[src/rtl/ecclog_pkg.sv]
package ecclog_pkg;
  // Default geometry of the logger
  localparam int unsigned LOG_ADDR_W   = 29; // quadword address width
  localparam int unsigned LOG_MAX_BEAT = 4;  // longest transfer in beats
  localparam int unsigned LOG_DW_PER_QW = 2; // dword halves per beat

  // Index of the lowest set flag; the lower dword wins a tie
  function automatic int unsigned lowest_flag(input logic [31:0] flags, input int unsigned n);
    int unsigned pos;
    pos = 0;
    for (int i = 31; i >= 0; i--) begin
      if (i < n && flags[i]) pos = i;
    end
    return pos;
  endfunction
endpackage

[src/rtl/ecclog_beat_track.sv]
module ecclog_beat_track #(
  parameter int unsigned ADDR_W    = 29,
  parameter int unsigned MAX_BEATS = 4,
  localparam int unsigned IDX_W    = $clog2(MAX_BEATS)
) (
  input  logic              clk,
  input  logic              rst,
  input  logic              burst_start,
  input  logic [ADDR_W-1:0] burst_addr,
  input  logic [IDX_W-1:0]  burst_len,
  input  logic              beat_valid,
  output logic [ADDR_W-1:0] cur_addr,
  output logic [IDX_W-1:0]  cur_idx,
  output logic              cur_single
);
  localparam logic [IDX_W-1:0] LAST_IDX = IDX_W'(MAX_BEATS - 1);

  logic [ADDR_W-1:0] addr_q;
  logic [IDX_W-1:0]  cnt_q;
  logic              single_q;

  // Context of the beat in this cycle; a start strobe takes effect at once
  always_comb begin
    if (burst_start) begin
      cur_addr   = burst_addr;
      cur_idx    = '0;
      cur_single = (burst_len == '0);
    end else begin
      cur_addr   = addr_q;
      cur_idx    = cnt_q;
      cur_single = single_q;
    end
  end

  always_ff @(posedge clk) begin
    if (rst) begin
      addr_q   <= '0;
      cnt_q    <= '0;
      single_q <= 1'b0;
    end else if (burst_start) begin
      addr_q   <= burst_addr;
      single_q <= (burst_len == '0);
      cnt_q    <= beat_valid ? IDX_W'(1) : '0;
    end else if (beat_valid && cnt_q != LAST_IDX) begin
      cnt_q <= cnt_q + 1'b1;
    end
  end

  // the position stays at its ceiling once reached
  p_cnt_sat_r11: assert property (@(posedge clk) disable iff (rst)
    (!burst_start && cnt_q == LAST_IDX) |=> (cnt_q == LAST_IDX || $past(rst)))
    else $error("beat position left its ceiling");

  // a start strobe without a beat re-arms the position at zero
  p_start_zero_r10: assert property (@(posedge clk) disable iff (rst)
    (burst_start && !beat_valid) |=> (cnt_q == '0))
    else $error("start strobe did not reset the beat position");
endmodule

[src/rtl/ecclog_half_pick.sv]
module ecclog_half_pick #(
  parameter int unsigned DW_PER_QW = 2,
  localparam int unsigned HALF_W   = $clog2(DW_PER_QW)
) (
  input  logic [DW_PER_QW-1:0] beat_err,
  output logic                 any_err,
  output logic [HALF_W-1:0]    half_sel
);
  logic [31:0] flags_wide;

  always_comb begin
    flags_wide = 32'(beat_err);
    any_err    = |beat_err;
    half_sel   = HALF_W'(ecclog_pkg::lowest_flag(flags_wide, DW_PER_QW));
  end

  // the chosen half is always one that actually flagged
  a_half_flagged_r5: assert final (!any_err || beat_err[half_sel])
    else $error("picked a dword half that has no error flag");
endmodule

[src/rtl/ecclog_capture.sv]
module ecclog_capture #(
  parameter int unsigned LOG_W = 32
) (
  input  logic             clk,
  input  logic             rst,
  input  logic             cand_valid,
  input  logic [LOG_W-1:0] cand_word,
  input  logic             sw_clear,
  output logic [LOG_W-1:0] log_word,
  output logic             log_valid
);
  logic take;
  assign take = cand_valid && (!log_valid || sw_clear);

  always_ff @(posedge clk) begin
    if (rst) begin
      log_word  <= '0;
      log_valid <= 1'b0;
    end else if (take) begin
      log_word  <= cand_word;
      log_valid <= 1'b1;
    end else if (sw_clear) begin
      log_word  <= '0;
      log_valid <= 1'b0;
    end
  end

  // a held log is untouched unless software clears it
  p_hold_r7: assert property (@(posedge clk) disable iff (rst)
    (log_valid && !sw_clear) |=> ($stable(log_word) && log_valid))
    else $error("held log changed");

  // a lone clear empties the log
  p_clear_r8: assert property (@(posedge clk) disable iff (rst)
    (sw_clear && !cand_valid) |=> (!log_valid && log_word == '0))
    else $error("clear did not empty the log");

  // clear and new error together keep a valid capture
  p_clear_capture_r9: assert property (@(posedge clk) disable iff (rst)
    (sw_clear && cand_valid) |=> (log_valid && log_word == $past(cand_word)))
    else $error("coincident error lost on clear");
endmodule

[src/rtl/ecclog_top.sv]
module ecclog_top #(
  parameter int unsigned ADDR_W    = ecclog_pkg::LOG_ADDR_W,
  parameter int unsigned MAX_BEATS = ecclog_pkg::LOG_MAX_BEAT,
  parameter int unsigned DW_PER_QW = ecclog_pkg::LOG_DW_PER_QW,
  localparam int unsigned IDX_W    = $clog2(MAX_BEATS),
  localparam int unsigned HALF_W   = $clog2(DW_PER_QW),
  localparam int unsigned LOG_W    = ADDR_W + IDX_W + HALF_W
) (
  input  logic                 clk,
  input  logic                 rst,
  input  logic                 burst_start,
  input  logic [ADDR_W-1:0]    burst_addr,
  input  logic [IDX_W-1:0]     burst_len,
  input  logic                 beat_valid,
  input  logic [DW_PER_QW-1:0] beat_err,
  input  logic                 corr_en,
  input  logic                 sw_clear,
  output logic [LOG_W-1:0]     log_word,
  output logic                 log_valid
);
  logic [ADDR_W-1:0] cur_addr;
  logic [IDX_W-1:0]  cur_idx;
  logic              cur_single;
  logic              any_err;
  logic [HALF_W-1:0] half_sel;
  logic [IDX_W-1:0]  idx_eff;
  logic              cand_valid;
  logic [LOG_W-1:0]  cand_word;

  ecclog_beat_track #(.ADDR_W(ADDR_W), .MAX_BEATS(MAX_BEATS)) u_track (
    .clk(clk), .rst(rst), .burst_start(burst_start), .burst_addr(burst_addr),
    .burst_len(burst_len), .beat_valid(beat_valid), .cur_addr(cur_addr),
    .cur_idx(cur_idx), .cur_single(cur_single));

  ecclog_half_pick #(.DW_PER_QW(DW_PER_QW)) u_pick (
    .beat_err(beat_err), .any_err(any_err), .half_sel(half_sel));

  always_comb begin
    idx_eff    = cur_single ? '0 : cur_idx;
    cand_valid = beat_valid && any_err && corr_en;
    cand_word  = {cur_addr, idx_eff, half_sel};
  end

  ecclog_capture #(.LOG_W(LOG_W)) u_cap (
    .clk(clk), .rst(rst), .cand_valid(cand_valid), .cand_word(cand_word),
    .sw_clear(sw_clear), .log_word(log_word), .log_valid(log_valid));

  // with correction off, an empty log stays empty
  p_disabled_r6: assert property (@(posedge clk) disable iff (rst)
    (!corr_en && !log_valid) |=> !log_valid)
    else $error("capture while correction disabled");

  // a single-quadword transfer logs position 00
  p_single_zero_r4: assert property (@(posedge clk) disable iff (rst)
    (cand_valid && cur_single && (!log_valid || sw_clear))
      |=> (log_word[IDX_W+HALF_W-1:HALF_W] == '0))
    else $error("single-quadword capture with nonzero position");

  // reset empties the log
  p_reset_r1: assert property (@(posedge clk) rst |=> (!log_valid && log_word == '0))
    else $error("log not empty after reset");
endmodule

[config.mk]
export PLATFORM = sky130hd
export DESIGN_NAME = ecclog_top
export DESIGN_NICKNAME = d
export VERILOG_FILES = /design/src/rtl/ecclog_pkg.sv /design/src/rtl/ecclog_beat_track.sv /design/src/rtl/ecclog_half_pick.sv /design/src/rtl/ecclog_capture.sv /design/src/rtl/ecclog_top.sv
export SDC_FILE = /design/constraint.sdc
export NUM_CORES = 1
export LEC_CHECK = 0
export ABC_CLOCK_PERIOD_IN_PS = 1980
export BUFFER_PORTS_ARGS = -buffer_cell sky130_fd_sc_hd__buf_2
export CORE_UTILIZATION = 55
export DETAILED_ROUTE_END_ITERATION = 10
export GPL_TIMING_DRIVEN = 0
export PLACE_DENSITY = 0.85
export SLEW_MARGIN = 20
export SYNTH_ARGS = -nofsm -noshare
export SYNTH_HDL_FRONTEND = slang
export SYNTH_HIERARCHICAL = 1
export SYNTH_SLANG_ARGS = --single-unit
[constraint.sdc]
create_clock -name clk -period 1.98 [get_ports clk]
set_input_delay 0.198 -clock clk [delete_from_list [all_inputs] [get_ports clk]]
set_output_delay 0.198 -clock clk [all_outputs]
set_load 0.01 [all_outputs]
=== After elaboration in Yosys (flattened, before gate mapping) ===
Index checks and enable logic that the tools add are counted.

* Bits in registers: 65
* Bits of input ports: 39
* Output and inout bits: 33
* Logic and storage cells: 30

* $add $sub $neg: 1
* Equal/unequal tests: 1
* Muxes and demuxes: 13
* Reductions and logical operators: 10

{| class="wikitable"
|+ Operators by type and width
! operator !! number
|-
| 2-to-1 mux 32 bit || 2
|-
| 2-to-1 mux 29 bit || 1
|-
| 2-to-1 mux 2 bit || 4
|-
| 2-to-1 mux 1 bit || 6
|-
| logical AND 1 bit || 4
|-
| nonzero test 2 bit || 2
|-
| adder 2 x 1 -> 2 bit, second input constant || 1
|-
| zero test 2 bit || 1
|-
| != test 2 bit, second input constant || 1
|-
| OR reduction 2 bit || 1
|-
| zero test 1 bit || 1
|-
| logical OR 1 bit || 1
|}

=== Logic depth before layout (Yosys ltp) ===
Gate-level depths: netlist (run 1).

* Depth after elaboration: 5
* Gate-level depth with buffers: 6
* Gate-level depth less buffers: 5

=== Cells and area by module ===
The synthesis (run 1) kept the hierarchy.

{| class="wikitable"
|+ Modules (own cells, without submodules)
! module !! instances !! cells each !! area an instance (µm²) !! sequential area each (µm²)
|-
| ecclog_capture || 1 || 147 || 1649.1 || 660.6
|-
| ecclog_beat_track || 1 || 110 || 1393.8 || 640.6
|-
| ecclog_top || 1 || 3 || 18.8 || 0.0
|-
| ecclog_half_pick || 1 || 2 || 12.5 || 0.0
|}

=== Worst setup path before layout (run 1) ===
No wires, ideal clock.

* Path kind: in2reg
* From: input port beat_err[1]
* To: register u_cap.log_word[10]
* Library setup time: 88 ps
* Data arrival time: 1070 ps
* Required time: 1892 ps
* Setup slack: 822 ps
* Stages: 6
* Buffers on the path: 1
* Cells stage by stage: or2_1 -> and3_1 -> inv_2 -> o21bai_4 -> buf_12 -> o32ai_2

* Cells in the longest elaborated chain, start to end: 5
* Elaborated cells between the ends (all ways): 6
* Classes of those cells: mux (1); reduce/logical (5)

{| class="wikitable"
|+ RTL lines
! element !! RTL line !! RTL
|-
| start: declaration || ecclog_top.sv:15 || <nowiki>input logic [DW_PER_QW-1:0] beat_err,</nowiki>
|-
| OR reduction 2 bit (*) || ecclog_half_pick.sv:13 || <nowiki>any_err = |beat_err;</nowiki>
|-
| logical AND 1 bit (*) (2 in series) || ecclog_top.sv:40 || <nowiki>cand_valid = beat_valid && any_err && corr_en;</nowiki>
|-
| net cand_valid || ecclog_top.sv:27 || <nowiki>logic cand_valid;</nowiki>
|-
| logical AND 1 bit (*) || ecclog_capture.sv:13 || <nowiki>assign take = cand_valid && (!log_valid || sw_clear);</nowiki>
|-
| 2-to-1 mux 32 bit or nonzero test 2 bit (tied branches) || n/a ||
|-
| end signal: assignment || ecclog_capture.sv:20 || <nowiki>log_word <= cand_word;</nowiki>
|-
| end: declaration || ecclog_capture.sv:9 || <nowiki>output logic [LOG_W-1:0] log_word,</nowiki>
|}

The timed path passes the listed nets; every way through them passes the cells marked *.
A chain may end at the register's enable or synchronous reset.

=== Worst setup path after layout (run 1) ===
* From: register u_cap.log_valid
* To: register u_cap.log_word[15]

* Cells in the longest elaborated chain, start to end: 4
* Elaborated cells between the ends (all ways): 5
* Classes of those cells: mux (1); reduce/logical (4)

{| class="wikitable"
|+ RTL lines
! element !! RTL line !! RTL
|-
| start: declaration || ecclog_capture.sv:10 || <nowiki>output logic log_valid</nowiki>
|-
| start signal: assignment || ecclog_capture.sv:18 || <nowiki>log_valid <= 1'b0;</nowiki>
|-
| start signal: assignment || ecclog_capture.sv:21 || <nowiki>log_valid <= 1'b1;</nowiki>
|-
| start signal: assignment || ecclog_capture.sv:24 || <nowiki>log_valid <= 1'b0;</nowiki>
|-
| zero test 1 bit (*) || ecclog_capture.sv:13 ||
|-
| logical OR 1 bit (*) || ecclog_capture.sv:13 ||
|-
| logical AND 1 bit (*) || ecclog_capture.sv:13 ||
|-
| 2-to-1 mux 32 bit or nonzero test 2 bit (tied branches) || n/a ||
|}

Mark *: on every way between the ends. The rest lies on a longest branch, timed or not.

==> results of run 1 <==
-- cells in the mapped netlist --
master,n
inv_2,1
mux2_4,27
nand2b_1,34
o21ai_0,1
clkbuf_1,6
a21oi_1,2
and3_1,1
dfxtp_1,65
ha_1,1
nor3_1,1
buf_4,4
nand2_2,1
nor2b_1,36
buf_6,5
inv_1,32
or2_1,1
mux2i_1,1
o21bai_4,1
mux2_2,3
buf_2,2
o32ai_1,2
o32ai_2,30
nor2_1,2
buf_12,3
-- logic make-up after synthesis --
| family | count (synthesis) | synth area share |
|---|---|---|
| and+or+nand+nor | 76 | 0.1526 |
| DFF | 65 | 0.4233 |
| buffers and inverters | 53 | 0.09849 |
| AOI/OAI and AO/OA | 36 | 0.1754 |
| muxes | 31 | 0.1461 |
| adders and majority gates | 1 | 0.004069 |
-- registers in the layout (all words and copies together), names as in the netlist --
signal / count
u_track/cnt_q: 2
u_track/single_q: 1
u_track/addr_q: 29
u_cap/log_word: 32
u_cap/log_valid: 1
-- final cells by class --
| type | instances | area [sq um] | area share |
|---|---|---|---|
| inverter | 33 | 123.9 | 0.03347 |
| tap | 70 | 87.58 | 0.02366 |
| clock inverter | 3 | 40.04 | 0.01082 |
| clock buffer | 13 | 148.9 | 0.04023 |
| timing repair buffer | 70 | 350.3 | 0.09466 |
| multi-input combinational | 144 | 1470 | 0.3972 |
| sequential | 65 | 1301 | 0.3516 |
| buffer | 20 | 178.9 | 0.04834 |
-- critical path, cell delays in order, from the launching register on --
cell,delay (ns)
dfxtp_1,0.39
nand2b_1,0.11
nand2_2,0.14
buf_4,0.24
o32ai_2,0.11
-- final timing paths --
path	startpoint	to	slack (ns)	cells after the start
max	u_cap/log_valid	u_cap/log_word[15]	0.86	4
min	rst	u_track/addr_q[14]	0.13	2
max reg2reg	u_cap/log_valid	u_cap/log_word[15]	0.86	4
min reg2reg	u_cap/log_word[7]	u_cap/log_word[7]	0.48	2
-- layer usage --
| metal | wire length [um] | vias up | GRT usage | share of wire |
|---|---|---|---|---|
| li1 | - | 1040 | - | - |
| met1 | 2680 | 936 | 0.2778 | 0.47 |
| met2 | 2724 | 53 | 0.3313 | 0.47 |
| met3 | 244 | 11 | 0.05119 | 0.042 |
| met4 | 92 | 0 | 0.09231 | 0.016 |
| met5 | 0 | - | 0 | 0 |
-- power groups by stage --
stage                     Sequential, mW  Combinational [mW]  Clock [mW]
after global placement              1.41               0.400           0
after floorplan                     1.42               0.294           0
after CTS                           1.38               0.411        1.10
final                               1.38               0.408        1.09
after detailed placement            1.41               0.407           0
after global routing                1.39               0.442        1.18
-- stage by stage --
step	setup WS [ns]	hold slack, ns	total power [mW]
finish	0.8581	0.1308	2.879
global route	0.7889	0.1362	3.010
CTS	0.8599	0.1190	2.898
detailed placement	0.6128	0.4760	1.819
global placement	0.6403	0.4721	1.810
floorplan	0.8224	0.2696	1.711
==> results.md, run 1 <==
- Yosys Warn Count: 6
- Seq/Total Area, Yosys: 0.4233
- CTS-repair resized insts: 0
- Layout Nets: 383
- Most common library cell in the layout ignoring fill and taps: buf_2
- Via count: 2040
- Gate Count Post-Synth: 262
- Final global-route overflow total: 0
- CTS Hold Bufs: 0
- Unrepaired setup endpoints after global routing: no
- Synth Cell Area: 0.003074 sq mm
- Filler cells: 394
- I/O pins: 72
- Synth area leader: dfxtp_1
- Vias in the first global route: 2041
- H-Tree Depth: 3
- Slew Limit Fails: 0
- Commonest cells after routing, fill and taps aside: buf_2, dfxtp_1, nor2b_1
- Synth top area cells: dfxtp_1, o32ai_2, mux2_4
- GPL Wtd Cong: 0.7284
- Tightest Hold Check Type: input port to flop
- Pwr dens: 777.9 mW/mm^2
- CP Launch Type: flop
- Final setup fails: 0
- Final instance area: 0.003701 sq mm
- Global-route wire length before repair: 9.742 mm
- Die width: 76.76 um
- Layout cell share with drive strength beyond 1: 0.4598
- Count of cell types in the netlist: 24
- DRT iter0 DRCs: 108
- CP Max Fanout: 10
- Avg WL per Cell: 13.74 um
- Worst skew pair latency: 0.34 ns
- CTS clk-pin slew, worst paths: 0.07 ns
- Maximum VDD drop: 432.7 uV
- Critical path class: flop to flop
- Fin util: 0.7066
- Post-DP Area: 0.003512 sq mm
- Worst EP arrival: 1.34 ns
- Root Driver: clkbuf_8
- Layout area overhead: 20.39%
- Achievable Freq: 891.3 MHz
- P_sw: 0.6857 mW
- Fin Setup TNS: 0 ns
- Synthesized Nets: 302
- CTS Sinks: 65
- Worst Setup End Kind: flop
- #FFs+latches synth: 65
- Period utilization: 0.5666
- Worst slew pin tran: 0.4684 ns
- Status: complete, no violations
- Clock network fraction of total power: 0.378
- Via/cell ratio: 4.880
- Final ANT Viol Nets: 0
- Fin cells: 418
- Max Root-Sink Buffers: 2
- Initial antenna violation count: 0
- Slew margin rel.: 0.6878
- Wire length after detailed routing: 5.742 mm
- Clock Skews: 0.007541 ns
- Fin. Hold Viols: 0
- CP Data Required Time: 2.20 ns
- CTS tree: yes
- Avg Inst Size Synth: 11.73 sq um
- DRC viols: 0
- Top cell type's share of synthesized area: 0.4233
- Placed Instances: 402
- Largest net degree at the start of global routing: 11
- TritonRoute pass-1 iters: 4
- Combinational power share: 0.142
- Starting Density: 0.5870
- Row count: 26
- Number of inserted diodes: 0
- Core Area: 0.005238 sq mm
- Final min period: 1.122 ns
- Maxcap violations: 0
- Seq pwr share: 0.480
- Leakage power: 1.550 nW
- Switching Fraction: 0.2382
- Die Area: 0.005892 sq mm
- GRT Util Overall: 0.2124
- Hpwl dp: 4.048 mm
- Power Internal: 2.193 mW
- IO buf count: 70
- Die Ht: 76.76 um
- Total CTS buffers: 9
- Post-CTS Repair Setup Buffers: 0
Note: power is estimated with default switching activity, not from simulation.
==> run 2: changes to the inputs <==
- ABC_CLOCK_PERIOD_IN_PS: 1980 -> 1100
- CORE_UTILIZATION: 55 -> 53
- PLACE_DENSITY: 0.85 -> 0.83
- clock period: 1.98 -> 1.1 ns (I/O delays scaled with it)
==> results.md, run 2 (synthesized netlist as in run 1, its figures left out) <==
- Layout cell share with drive strength beyond 1: 0.4726
- Die Area: 0.006109 sq mm
- Achievable Freq: 950.2 MHz
- Starting Density: 0.5549
- Tightest Hold Check Type: input port to flop
- DR top layer: met4
- CP Data Required Time: 1.31 ns
- CP cell instances: nand2b_1 -> nand2_4 -> buf_6 -> o32ai_2
- Worst Path Buf+Inv: 1
- Crit-path leading delay family: flip-flops
- Via count: 2051
- Row count: 27
- Number of inserted diodes: 0
- Final ANT Viol Nets: 0
- Layout area overhead: 21.00%
- Global-route wire length before repair: 9.591 mm
- Hold slack: 0.05576 ns
- Most common library cell in the layout ignoring fill and taps: buf_2
- Die Ht: 78.16 um
- Max Root-Sink Buffers: 2
- Largest net degree at the start of global routing: 12
- Fin. Hold Viols: 0
- I/O pins: 72
- CP max stage delay: 0.39 ns
- DRC viols: 0
- Die width: 78.16 um
- Max reg flops: 32
- M1 WL: 2.665 mm
- Critical path class: flop to flop
- Biggest regs: u_cap/log_word x32, u_track/addr_q x29, u_track/cnt_q x2
- Layout Nets: 383
- Unrepaired setup endpoints after global routing: yes
- Root Driver: clkbuf_8
- CTS Sinks: 65
- Worst Setup End Kind: flop
- IO buf count: 70
- Final min period: 1.052 ns
- Top reg by flops: u_cap/log_word
- CTS tree: yes
- Initial antenna violation count: 0
- Leakage power: 1.548 nW
- Period utilization: 0.9567
- GRT Util Overall: 0.2103
- CTS clk-pin slew, worst paths: 0.07 ns
- Final global-route overflow total: 0
- H-Tree Depth: 3
- Worst skew pair latency: 0.33 ns
- Core Area: 0.005540 sq mm
- Critical path's slowest cell: dfxtp_1
- Maximum VDD drop: 762.1 uV
- Status: complete, no violations
- Fin Setup TNS: 0 ns
- Clock Skews: 0.007180 ns
- Maxcap violations: 0
- Worst EP arrival: 1.26 ns
- Met3 Routed Length: 210 um
- Worst slew pin tran: 0.4754 ns
- Vias in the first global route: 2074
- Commonest cells after routing, fill and taps aside: buf_2, dfxtp_1, nor2b_1
- Slew margin rel.: 0.6831
- TritonRoute pass-1 iters: 4
- Routed wl met2: 2.935 mm
- Pwr dens: 1382 mW/mm^2
- Slew Limit Fails: 0
- Avg WL per Cell: 14.21 um
- GPL Wtd Cong: 0.7278
- Via/cell ratio: 4.895
- Fin util: 0.6714
- Post-CTS Repair Setup Buffers: 0
- Final setup fails: 0
- Wire length after detailed routing: 5.953 mm
- CP Launch Type: flop
- Total CTS buffers: 9
- CP Max Fanout: 10
- DRT iter0 DRCs: 53
- Hpwl dp: 4.200 mm
## run 2: cell count changes in the layout (fill, tap and decap cells not counted), sizes merged
cell	change
clkinv	+1
clkinvlp	+2
clkbuf	-4
## run 2: power by group
part	switching [mW]	internal (mW)
registers	0.0355	2.45
logic	0.351	0.396
clock network	0.884	1.02
total	1.27	3.87
## run 2: cell type report
class	count	area (sq um)
clock inverters	6	60.06
well taps	72	90.09
repair buffers	70	350.3
inverters	33	123.9
fillers	434	1821
flip-flops and latches	65	1301
clock buffers	9	123.9
multi-input cells	144	1480
plain buffers	20	190.2
## run 2: final timing paths
| path | from | end | slack [ns] | cells after the start |
|---|---|---|---|---|
| max reg2reg | u_cap/log_valid | u_cap/log_word[3] | 0.05 | 4 |
| min | rst | u_track/addr_q[14] | 0.06 | 2 |
| min reg2reg | u_cap/log_word[27] | u_cap/log_word[27] | 0.47 | 2 |
| max | u_cap/log_valid | u_cap/log_word[3] | 0.05 | 4 |
## run 2: metrics by stage
stage / instance area (sq um) / worst slack (ns) / power, mW / std cells
6_report: 3720 / 0.04760 / 5.140 / 419
5_1_grt: 3720 / 0.001401 / 5.359 / 419
4_1_cts: 3699 / -0.007428 / 5.189 / 419
3_5_place_dp: 3515 / -0.1678 / 3.280 / 404
3_3_place_gp: 3515 / -0.1372 / 3.263 / 404
2_1_floorplan: 3074 / 0.03038 / 3.080 / 262
## run 2: what timing repair did
| action | in CTS | in global routing |
|---|---|---|
| resized for setup | 0 | 6 |
| hold buffers | 0 | 0 |
| setup endpoints to repair | 6 | 31 |
## run 2: per-layer routing
| metal | vias up | GRT usage |
|---|---|---|
| li1 | 1038 | - |
| met2 | 51 | 0.3640 |
| met5 | - | 0 |
| met4 | 0 | 0.1167 |
| met3 | 12 | 0.03605 |
| met1 | 950 | 0.2453 |
==> run 3: changes to the inputs <==
- BUFFER_PORTS_ARGS: -buffer_cell sky130_fd_sc_hd__buf_2 -> -buffer_cell sky130_fd_sc_hd__clkbuf_2
- GPL_TIMING_DRIVEN: 0 -> 1
==> results.md, run 3 (synthesized netlist as in run 1, its figures left out) <==
- Status: complete, no violations
- P_sw: 1.243 mW
- Layout Nets: 374
- Maximum VDD drop: 793.4 uV
- Layout area overhead: 21.12%
- Final setup fails: 0
- CP Max Fanout: 3
- H-Tree Depth: 3
- CP max stage delay: 0.32 ns
- CTS Hold Bufs: 0
- CTS tree: yes
- Die Area: 0.006109 sq mm
- Leakage power: 1.533 nW
- Achievable Freq: 975.5 MHz
- Total CTS buffers: 9
- Die Ht: 78.16 um
- Row count: 27
- Unrepaired setup endpoints after global routing: no
- Final ANT Viol Nets: 0
- Number of inserted diodes: 0
- Commonest cells after routing, fill and taps aside: clkbuf_2, dfxtp_1, nor2b_1
- CP Launch Type: flop
- Max reg flops: 32
- Pwr dens: 1353 mW/mm^2
- Vias in the first global route: 1984
- Crit Reg-Reg Startpoint: u_track/cnt_q[0]
- Wire length after detailed routing: 5.772 mm
- I/O pins: 72
- Final global-route overflow total: 0
- Avg WL per Cell: 14.04 um
- Global-route wire length before repair: 9.328 mm
- Worst Setup SP: u_track/cnt_q[0]
- CTS-repair resized insts: 0
- Critical path's slowest cell: dfxtp_1
- TritonRoute pass-1 iters: 4
- Final min period: 1.025 ns
- Combinational power share: 0.148
- Critical path class: flop to flop
- Die width: 78.16 um
- CTS Sinks: 65
- IO buf count: 71
- Slew Limit Fails: 0
- Biggest regs: u_cap/log_word x32, u_track/addr_q x29, u_track/cnt_q x2
- Period utilization: 0.9319
- Starting Density: 0.5549
- CP cell instances: ha_2 -> nor2b_2 -> mux2i_1 -> nor3_1
- Filler cells: 429
- Post-CTS Repair Setup Buffers: 0
- Layout cell share with drive strength beyond 1: 0.4749
- Fin util: 0.6721
- GRT Util Overall: 0.2068
- DRT iter0 DRCs: 95
- DRC viols: 0
- Worst Setup End Kind: flop
- Most common library cell in the layout ignoring fill and taps: clkbuf_2
- Slew margin rel.: 0.8287
- Worst EP arrival: 1.24 ns
- Hold_sp: beat_err[0]
- Tightest Hold Check Type: input port to flop
- Worst slew pin tran: 0.2570 ns
- Post-DP Area: 0.003543 sq mm
- Fin. Hold Viols: 0
- Via/cell ratio: 4.956
- Switching Fraction: 0.2467
- Hpwl dp: 4.074 mm
- Via count: 2037
- Root Driver: clkbuf_8
- Power consumption: 5.038 mW
- Top reg by flops: u_cap/log_word
- Worst skew pair latency: 0.34 ns
- Final instance area: 0.003724 sq mm
- Power Internal: 3.795 mW
- Largest net degree at the start of global routing: 61
- Seq pwr share: 0.495
- Maxcap violations: 0
- Core Area: 0.005540 sq mm
- CP Data Required Time: 1.32 ns
- CTS clk-pin slew, worst paths: 0.07 ns
- Max Root-Sink Buffers: 2
- Clock network fraction of total power: 0.356
- GPL Wtd Cong: 0.7612
- Initial antenna violation count: 0
- Clock Skews: 0.006442 ns
run 3: cell types whose count changed in the layout (fill, tap and decap cells not counted), sizes merged:
cell	delta
buf	-73
clkinvlp	-2
bufinv	-1
clkbuf	+68
run 3: power by group through the flow:
stage / clock (mW) / combinational [mW] / sequential, mW
after floorplan: 0 / 0.529 / 2.55
after global placement: 0 / 0.730 / 2.54
after detailed placement: 0 / 0.749 / 2.55
after CTS: 1.85 / 0.753 / 2.49
after global routing: 1.98 / 0.808 / 2.50
final: 1.80 / 0.748 / 2.50
run 3: path summary, 6_finish.rpt:
check | end | slack (ns) | cells after the start
setup / recovery | u_track/cnt_q[1] | 0.07 | 4
setup reg to reg | u_track/cnt_q[1] | 0.07 | 4
hold reg to reg | u_cap/log_word[0] | 0.49 | 2
hold / removal | u_cap/log_word[0] | 0.1 | 4
run 3: cell type report:
type	count	area, sq um	share of cell area
tap	72	90.09	0.02419
clock buffer	13	158.9	0.04267
sequential	65	1303	0.3498
clock inverter	3	15.01	0.004032
timing repair buffer	81	558.0	0.1499
multi-input combinational	144	1475	0.3962
inverter	33	123.9	0.03327
run 3: worst max-delay path: cells and delay by family, from the launching register on:
kind | cells | cell delay, ns
multiplexers | 1 | 0.21
AND/OR/NAND/NOR | 2 | 0.20
adder cells (fa/ha/maj) | 1 | 0.19
flip-flops | 1 | 0.32
run 3: metal layers:
metal / global-route usage / share of wire
met4: 0.1204 / 0.028
met5: 0 / 0
met1: 0.2683 / 0.46
met2: 0.3096 / 0.47
met3: 0.05349 / 0.039
run 3: stage by stage:
stage	hold WS [ns]	cells	setup slack [ns]	setup TNS (ns)
2_1_floorplan	0.1816	262	0.03038	0
3_3_place_gp	0.4239	395	-0.09693	-2.668
3_5_place_dp	0.4384	395	-0.1714	-3.846
4_1_cts	0.07554	411	0.0003081	0
5_1_grt	0.1112	411	0.003830	0
6_report	0.09590	411	0.07492	0
